--- src/rtl/mcpu_pkg.sv ---
package mcpu_pkg;

  typedef enum logic [4:0] {
    S_RST1 = 5'd0,  S_RST2 = 5'd1,  S_RST3 = 5'd2,  S_RST4 = 5'd3,
    S_RST5 = 5'd4,  S_RST6 = 5'd5,  S_FET1 = 5'd6,  S_FET2 = 5'd7,
    S_EXEC = 5'd8,
    S_LD1  = 5'd9,  S_LD2  = 5'd10, S_LD3  = 5'd11, S_LD4  = 5'd12,
    S_LD5  = 5'd13, S_LD6  = 5'd14,
    S_LI1  = 5'd15, S_LI2  = 5'd16, S_LI3  = 5'd17,
    S_ST1  = 5'd18, S_ST2  = 5'd19, S_ST3  = 5'd20, S_ST4  = 5'd21,
    S_ST5  = 5'd22,
    S_MV1  = 5'd23,
    S_BR1  = 5'd24, S_BR2  = 5'd25, S_BR3  = 5'd26
  } state_e;

  localparam int unsigned OPW = 5;
  localparam logic [OPW-1:0] OP_LOAD  = 5'd1;
  localparam logic [OPW-1:0] OP_STORE = 5'd2;
  localparam logic [OPW-1:0] OP_MOVE  = 5'd3;
  localparam logic [OPW-1:0] OP_LDI   = 5'd4;
  localparam logic [OPW-1:0] OP_BEQ   = 5'd5;
  localparam logic [OPW-1:0] OP_BRA   = 5'd6;

  typedef enum logic [1:0] {AR_HOLD, AR_PC, AR_PC1, AR_OPR} ar_sel_e;
  typedef enum logic [2:0] {PC_HOLD, PC_ZERO, PC_INC1, PC_INC2, PC_TGT} pc_op_e;

  typedef struct packed {
    ar_sel_e ar_sel;
    logic    vma;
    logic    wr;
    logic    ir_ld;
    logic    opr_ld;
    logic    rf_we;
    logic    rf_from_opr;
    pc_op_e  pc_op;
  } ctl_t;

endpackage

--- src/rtl/mcpu_regfile.sv ---
module mcpu_regfile #(
  parameter int unsigned DW   = 16,
  parameter int unsigned NREG = 8,
  localparam int unsigned IW  = $clog2(NREG)
) (
  input  logic          clk,
  input  logic          rst,
  input  logic          we,
  input  logic [IW-1:0] waddr,
  input  logic [DW-1:0] wdata,
  input  logic [IW-1:0] raddr_a,
  output logic [DW-1:0] rdata_a,
  input  logic [IW-1:0] raddr_b,
  output logic [DW-1:0] rdata_b
);

  logic [DW-1:0] regs [NREG];

  for (genvar g = 0; g < NREG; g++) begin : g_reg
    always_ff @(posedge clk or posedge rst) begin
      if (rst)
        regs[g] <= '0;
      else if (we && waddr == IW'(g))
        regs[g] <= wdata;
    end
  end

  assign rdata_a = regs[raddr_a];
  assign rdata_b = regs[raddr_b];

endmodule

--- src/rtl/mcpu_fsm.sv ---
module mcpu_fsm
  import mcpu_pkg::*;
(
  input  logic           clk,
  input  logic           rst,
  input  logic           ready,
  input  logic [OPW-1:0] opcode,
  input  logic           eq,
  output state_e         state,
  output ctl_t           ctl
);

  state_e nxt;

  always_ff @(posedge clk or posedge rst) begin
    if (rst) state <= S_RST1;
    else     state <= nxt;
  end

  always_comb begin
    ctl = '0;
    nxt = state;
    case (state)
      S_RST1: begin ctl.pc_op = PC_ZERO; nxt = S_RST2; end
      S_RST2: begin ctl.ar_sel = AR_PC; nxt = S_RST3; end
      S_RST3: nxt = S_RST4;
      S_RST4: nxt = S_RST5;
      S_RST5: nxt = S_RST6;
      S_RST6: begin
        ctl.vma = 1'b1; ctl.ir_ld = 1'b1;
        if (ready) nxt = S_EXEC;
      end
      S_FET1: begin ctl.ar_sel = AR_PC; nxt = S_FET2; end
      S_FET2: begin
        ctl.vma = 1'b1; ctl.ir_ld = 1'b1;
        if (ready) nxt = S_EXEC;
      end
      S_EXEC: begin
        case (opcode)
          OP_LOAD:        nxt = S_LD1;
          OP_LDI:         nxt = S_LI1;
          OP_STORE:       nxt = S_ST1;
          OP_MOVE:        nxt = S_MV1;
          OP_BEQ, OP_BRA: nxt = S_BR1;
          default: begin ctl.pc_op = PC_INC1; nxt = S_FET1; end
        endcase
      end
      S_LD1: begin ctl.ar_sel = AR_PC1; nxt = S_LD2; end
      S_LD2: begin
        ctl.vma = 1'b1; ctl.opr_ld = 1'b1;
        if (ready) nxt = S_LD3;
      end
      S_LD3: begin ctl.ar_sel = AR_OPR; nxt = S_LD4; end
      S_LD4: begin
        ctl.vma = 1'b1; ctl.opr_ld = 1'b1;
        if (ready) nxt = S_LD5;
      end
      S_LD5: begin ctl.rf_we = 1'b1; ctl.rf_from_opr = 1'b1; nxt = S_LD6; end
      S_LD6: begin ctl.pc_op = PC_INC2; nxt = S_FET1; end
      S_LI1: begin ctl.ar_sel = AR_PC1; nxt = S_LI2; end
      S_LI2: begin
        ctl.vma = 1'b1; ctl.opr_ld = 1'b1;
        if (ready) nxt = S_LI3;
      end
      S_LI3: begin
        ctl.rf_we = 1'b1; ctl.rf_from_opr = 1'b1; ctl.pc_op = PC_INC2;
        nxt = S_FET1;
      end
      S_ST1: begin ctl.ar_sel = AR_PC1; nxt = S_ST2; end
      S_ST2: begin
        ctl.vma = 1'b1; ctl.opr_ld = 1'b1;
        if (ready) nxt = S_ST3;
      end
      S_ST3: begin ctl.ar_sel = AR_OPR; nxt = S_ST4; end
      S_ST4: begin
        ctl.vma = 1'b1; ctl.wr = 1'b1;
        if (ready) nxt = S_ST5;
      end
      S_ST5: begin ctl.pc_op = PC_INC2; nxt = S_FET1; end
      S_MV1: begin ctl.rf_we = 1'b1; ctl.pc_op = PC_INC1; nxt = S_FET1; end
      S_BR1: begin ctl.ar_sel = AR_PC1; nxt = S_BR2; end
      S_BR2: begin
        ctl.vma = 1'b1; ctl.opr_ld = 1'b1;
        if (ready) nxt = S_BR3;
      end
      S_BR3: begin
        ctl.pc_op = (opcode == OP_BRA || eq) ? PC_TGT : PC_INC2;
        nxt = S_FET1;
      end
      default: nxt = S_RST1;
    endcase
  end

endmodule

--- src/rtl/mcpu_seq.sv ---
module mcpu_seq
  import mcpu_pkg::*;
#(
  parameter int unsigned DW   = 16,
  parameter int unsigned AW   = 16,
  parameter int unsigned NREG = 8
) (
  input  logic          clk,
  input  logic          rst,
  input  logic          mem_ready_i,
  input  logic [DW-1:0] mem_rdata_i,
  output logic [AW-1:0] mem_addr_o,
  output logic          mem_vma_o,
  output logic          mem_wr_o,
  output logic [DW-1:0] mem_wdata_o,
  output logic [4:0]    dbg_state_o,
  output logic [AW-1:0] dbg_pc_o
);

  localparam int unsigned IW = $clog2(NREG);

  state_e        state;
  ctl_t          ctl;
  logic [AW-1:0] pc, ar;
  logic [DW-1:0] ir, opr;
  logic [DW-1:0] rd_val, rs_val, wb_val;
  logic [IW-1:0] rd_idx, rs_idx;
  logic [OPW-1:0] opcode;
  logic          xfer;

  assign opcode = ir[DW-1 -: OPW];
  assign rd_idx = ir[2*IW-1:IW];
  assign rs_idx = ir[IW-1:0];
  assign xfer   = ctl.vma && mem_ready_i;

  mcpu_fsm u_fsm (
    .clk    (clk),
    .rst    (rst),
    .ready  (mem_ready_i),
    .opcode (opcode),
    .eq     (rd_val == rs_val),
    .state  (state),
    .ctl    (ctl)
  );

  assign wb_val = ctl.rf_from_opr ? opr : rs_val;

  mcpu_regfile #(.DW(DW), .NREG(NREG)) u_rf (
    .clk     (clk),
    .rst     (rst),
    .we      (ctl.rf_we),
    .waddr   (rd_idx),
    .wdata   (wb_val),
    .raddr_a (rd_idx),
    .rdata_a (rd_val),
    .raddr_b (rs_idx),
    .rdata_b (rs_val)
  );

  always_ff @(posedge clk or posedge rst) begin
    if (rst) begin
      pc  <= '0;
      ar  <= '0;
      ir  <= '0;
      opr <= '0;
    end else begin
      case (ctl.pc_op)
        PC_ZERO: pc <= '0;
        PC_INC1: pc <= pc + AW'(1);
        PC_INC2: pc <= pc + AW'(2);
        PC_TGT:  pc <= AW'(opr);
        default: pc <= pc;
      endcase
      case (ctl.ar_sel)
        AR_PC:   ar <= pc;
        AR_PC1:  ar <= pc + AW'(1);
        AR_OPR:  ar <= AW'(opr);
        default: ar <= ar;
      endcase
      if (xfer && ctl.ir_ld)  ir  <= mem_rdata_i;
      if (xfer && ctl.opr_ld) opr <= mem_rdata_i;
    end
  end

  assign mem_addr_o  = ar;
  assign mem_vma_o   = ctl.vma;
  assign mem_wr_o    = ctl.wr;
  assign mem_wdata_o = ctl.wr ? rs_val : '0;
  assign dbg_state_o = state;
  assign dbg_pc_o    = pc;

endmodule

--- config.mk ---
export PLATFORM = sky130hd
export DESIGN_NAME = mcpu_seq
export DESIGN_NICKNAME = d
export VERILOG_FILES = /design/src/rtl/mcpu_pkg.sv /design/src/rtl/mcpu_regfile.sv /design/src/rtl/mcpu_fsm.sv /design/src/rtl/mcpu_seq.sv
export SDC_FILE = /design/constraint.sdc
export NUM_CORES = 1
export LEC_CHECK = 0
export BUFFER_PORTS_ARGS = -buffer_cell sky130_fd_sc_hd__buf_2
export CAP_MARGIN = 25
export CORE_UTILIZATION = 50
export CTS_CLUSTER_SIZE = 28
export DETAILED_ROUTE_END_ITERATION = 10
export PLACE_DENSITY = 0.67
export SETUP_SLACK_MARGIN = 0.2
export SLEW_MARGIN = 0
export SYNTH_ARGS = -nofsm -noshare
export SYNTH_HDL_FRONTEND = slang
export SYNTH_SLANG_ARGS = --single-unit
--- constraint.sdc ---
create_clock -name clk -period 11.4 [get_ports clk]
set_input_delay 2.28 -clock clk [delete_from_list [all_inputs] [get_ports clk]]
set_output_delay 2.28 -clock clk [all_outputs]
set_load 0.02 [all_outputs]
* After elaboration in Yosys (flattened, before gate mapping)
Index checks and enable logic that the tools add are counted.
Widths: inputs -> output; s select.
** Storage, ports and cells
- Logic and storage cells :: 131
- Output and inout port bits :: 55
- Register bits after elaboration :: 197
- Input bits :: 19
** Cells by class
- Multiplexer cells :: 29
- $add $sub $neg :: 2
- Eq/ne operators :: 54
- Bitwise logic cells :: 2
- Order comparisons :: 2
- Reductions and logical operators :: 29
** Operators with widths (count)
- $pmux 5 s22 :: 1
- $bmux 16 s3 :: 2
- $mux 16 :: 6
- $pmux 16 s4 :: 1
- $eq 5x5->1 const B :: 11
- $pmux 16 s3 :: 1
- $eq 5x4->1 const B :: 8
- $eq 5x3->1 const B :: 7
- $mux 5 :: 7
- $pmux 5 s5 :: 1
- $eq 5x2->1 const B :: 4
- $add 16x1->16 const B :: 1
- $add 16x2->16 const B :: 1
- $eq 16x16->1 :: 1
- $eq 3x3->1 const B :: 5
- $pmux 3 s5 :: 1
- $eq 3x2->1 const B :: 4
- $ne 2x2->1 const B :: 6
- $logic_and 1x1->1 :: 11
- $eq 5x1->1 const B :: 2
- $reduce_or 2->1 :: 5
- $reduce_or 5->1 :: 2
- $ge 4x4->1 const B :: 2
- $not 3->4 :: 2
- 18 further kinds :: 26

* Logic depth before layout (Yosys ltp)
- Word-level depth :: 10
- Mapped depth :: 13
- Gate-level depth less buffers :: 9

* Modules after synthesis
Synthesis repeated with hierarchy kept, for this count alone.
** Unflattened totals
- Cell total of the unflattened synthesis :: 943
- Area, all modules :: 11992.8 µm²
** By module, submodules not included
- mcpu_regfile :: instances 1, area each 7039.3 µm², cells each 396, sequential area each 3203.1 µm²
- mcpu_seq :: instances 1, area each 3931.3 µm², cells each 406, sequential area each 1476.4 µm²
- mcpu_fsm :: instances 1, area each 1022.2 µm², cells each 141, sequential area each 125.1 µm²

* Worst setup path after synthesis
No wires, ideal clock.
- Path type :: flip-flop to output port
- Start :: reg u_fsm.state[0]
- End :: out mem_wdata_o[10]
- Required time :: 9.120 ns
- Buffers on the path :: 5
- Cell stages (with the launch flop) :: 8
- Data arrival time :: 2.229 ns
- Slack :: 6.891 ns
- Cell sequence :: dfrtp_1 clkbuf_1 clkbuf_1 clkbuf_1 buf_2 nand3_1 clkbuf_1 nor2_1
** Between the ends
- Longest elaborated chain between the ends :: 3
** RTL lines
- start: declaration :: line mcpu_fsm.sv:9 : output state_e state,
- start signal: assignment :: line mcpu_fsm.sv:17 : else state <= nxt;
- $eq 5x5->1 :: line mcpu_fsm.sv:23 : case (state)
- $mux 1 :: line mcpu_fsm.sv:23
- $mux 16 :: line mcpu_seq.sv:88 : assign mem_wdata_o = ctl.wr ? rs_val : '0;
- end: declaration :: line mcpu_seq.sv:15 : output logic [DW-1:0] mem_wdata_o,
Every way passes these cells.

* Worst setup path in the final report
- Start :: reg ir[1]
- End :: out mem_wdata_o[1]
** Between the ends
- Longest elaborated chain between the ends :: 5
** RTL lines
- start: declaration :: line mcpu_seq.sv:25 : logic [DW-1:0] ir, opr;
- start signal: assignment :: line mcpu_seq.sv:80 : if (xfer && ctl.ir_ld) ir <= mem_rdata_i;
- $not 3->4 (not written as such) :: line mcpu_regfile.sv:29 : assign rdata_b = regs[raddr_b];
- $bmux 16 s3 :: line mcpu_regfile.sv:29
- $mux 16 (not written as such) (2 in a row) :: line mcpu_regfile.sv:29
- $mux 16 :: line mcpu_seq.sv:88
Every way passes these cells. The select of a mux whose other input is x is not followed.

==> key figures <==
Clock network
  • H-tree levels: 4
  • Clock transition at path regs: 0.08 ns
  • Setup bufs post-CTS: 0
  • TritonCTS clock tree: yes
  • Sink Count: 192
  • Clock Latency Late Sink: 0.45 ns
  • CTS Buffer Depth: 2
  • Hold Buf Count CTS: 0
  • CTS Buf Count: 17
  • Root cell of the clock tree: clkbuf_16
  • Cts repair resizes: 0

Drt
  • DRT Wirelength: 29.9 mm
  • Average wire per standard cell: 22.5 um
  • Final ANT Viol Nets: 0
  • DR DRC count: 0
  • Initial DRC Count: 668
  • Detailed-route vias per instance: 6.43
  • Routed vias: 8537
  • 1st-pass router iterations: 5

Timing
  • Slew @ Worst Pin: 1.08 ns
  • Hold Vio Cnt, Final: 0
  • Sum of negative setup slack: 0 ns
  • RSZ-0062 raised after global routing: false
  • Final Setup Violations: 0
  • Max Slew Vio Count: 0
  • Setup Skew: 0.0184 ns
  • Final Cycle Share: 44.0%
  • Fmax: 200 MHz
  • Max-Slew Margin vs Limit: 27.6%
  • Fin crit period: 5.01 ns

Synth
  • Sequential fraction of the synthesis area: 42.2%
  • Cells after synthesis: 1001
  • Synth area leaders: dfrtp_1 42%, mux2_2 16%, mux4_2 9.9%
  • Asr flop ratio synth: 100%
  • Top FF cell, synth: dfrtp_1
  • Post-Syn Nets: 1022
  • Cell taking the most area after synthesis: dfrtp_1
  • Post-synth EDFFs: 0
  • Cell variety after synth: 70
  • Mapped cell area: 11400 um2
  • Synth Warn #: 0
  • FF+latch count, synth: 192
  • Count leader, synth: dfrtp_1
  • Post-synth top cells: 192 x dfrtp_1, 159 x mux2_2, 89 x nor2_1, 63 x nand2_1, 56 x a21oi_1
  • Share of the synthesized area in the top cell type: 42.2%
  • Syn_area_per_cell: 11.4 um2

Setup path
  • Startpoint Class: register
  • Max Fanout on Critical Path: 30
  • Required time worst endpoint: 9.12 ns
  • CP Class: reg -> out
  • Arrival time at the worst endpoint: 2.73 ns
  • CP Launch Point: ir[1]
  • Setup crit end kind: primary output
  • Worst R2R End: dbg_pc_o[5]
  • Reg2Reg Launch Point: ir[1]
  • R2R Setup Slk: 7.29 ns
  • R2R cell count: 8

Outcome
  • Status: finished, final reports clean

Worst hold path
  • Hold EP: ir[15]
  • Hold Path Class: reg -> reg
  • Hold depth: 1
  • Start point of the worst hold path: ir[15]

Die
  • Ports: 74
  • FP Rows: 54
  • Core box area: 22100 um2
  • Die X: 153 um
  • Die Span Y: 153 um
  • Initial Util: 51.6%
  • Die Area: 23400 um2

Final layout
  • Fin nets: 1055
  • Util after Layout: 56.7%
  • Number of diodes: 0
  • Area Overhead vs Synth: 10.0%
  • Design area: 12500 um2
  • Fraction of layout cells with a size suffix above 1: 33.6%
  • Final Non-Filler Cells: 1327

Global route
  • Global route overflow: 0
  • Initial antenna violation count: 0
  • Total GRT Usage: 26.4%
  • Vias in the first global route: 8277
  • Global-route wire length before repair: 47.4 mm
  • Largest net degree at the start of global routing: 127

Place
  • Placed insts: 1293
  • GPL Wtd Cong: 0.887
  • PortBufs: 73
  • Cell Area, Placed: 11900 um2
  • Post-DP HPWL: 19.2 mm

Job
  • Max cap viols: 0

Pwr
  • VDD IR max: 116 uV
  • Leak: 0.00564 uW
  • Pwr dens: 250 nW/um2
## worst max-delay path, cell delays in order (launching register included)
cell,delay [ns]
dfrtp_2,1.02
mux4_2,0.60
mux2i_1,0.40
nor2_1,0.09
buf_2,0.17
## area by class of cell
| class | count | area, um2 |
|---|---|---|
| Inverter | 15 | 63.8 |
| Multi-Input combinational cell | 718 | 6140 |
| Sequential cell | 192 | 4810 |
| Clock buffer | 18 | 439 |
| Tap cell | 280 | 350 |
| Fill cell | 1820 | 9560 |
| Timing Repair Buffer | 90 | 541 |
| Clock inverter | 14 | 189 |
## logic make-up after synthesis
| logic type | share of synthesized area (%) |
|---|---|
| flops | 42.2 |
| xor+xnor | 1.92 |
| mux | 30.3 |
| compound gates | 11.5 |
| buf+inv | 4.01 |
| fa+ha+maj | 0.220 |
| simple gates | 9.90 |
## worst max-delay path by stage
stage / to / slack (ns) / cells after the start
after floorplan: dbg_pc_o[0] / 3.89 / 1
after global placement: mem_wdata_o[10] / 6.50 / 5
after detailed placement: mem_wdata_o[15] / 6.38 / 5
after CTS: mem_wdata_o[15] / 5.89 / 5
after global routing: mem_wdata_o[1] / 6.25 / 4
final: mem_wdata_o[1] / 6.39 / 4
## state kept, by name (all words and copies together), names as in the netlist
signal	flops
dbg_pc_o	16
u_fsm.state	5
mem_addr_o	16
opr	16
ir	11
u_rf.regs	128
## metal layers
layer,GRT usage (%),wire length [um],part of all wire (%)
met1,35.7,13000,44
met2,43.9,14600,49
met3,4.20,1680,5.6
met4,7.98,581,1.9
met5,0,0,0
## report_power, final
part           switching (uW)  leakage, uW  internal, uW
Combinational             838      0.00276           583
Clock                     301     0.000305           324
Sequential                231      0.00257           851
Total                    1370      0.00564          1760
## metrics by stage
step                      total power, uW  hold WS (ns)  setup WS [ns]
after floorplan                      2140         0.480           3.89
after global placement               2480         0.482           6.50
after detailed placement             2500         0.495           6.38
after CTS                            3120         0.511           5.89
after global routing                 3320         0.532           6.25
final                                3130         0.507           6.39
## layout by cell type, fill, tap and decap left out, types with 8 or more instances in the layout
cell type  count
buf_2         73
mux4_2        50
nand3_1       23
xor2_1         9
mux2i_1       29
a22oi_1        8
o21ai_0       37
xnor2_1       16
a21oi_1       56
buf_4         14
nor3_1        14
mux2_2       159
nor2_1        89
a221oi_1       9
dfrtp_1      189
and3_1        10
a221o_1       14
clkbuf_16     17
o22ai_1       12
nor2b_1        9
nand2_1       63
inv_1         14
Note: power is estimated with default switching activity, not from simulation.
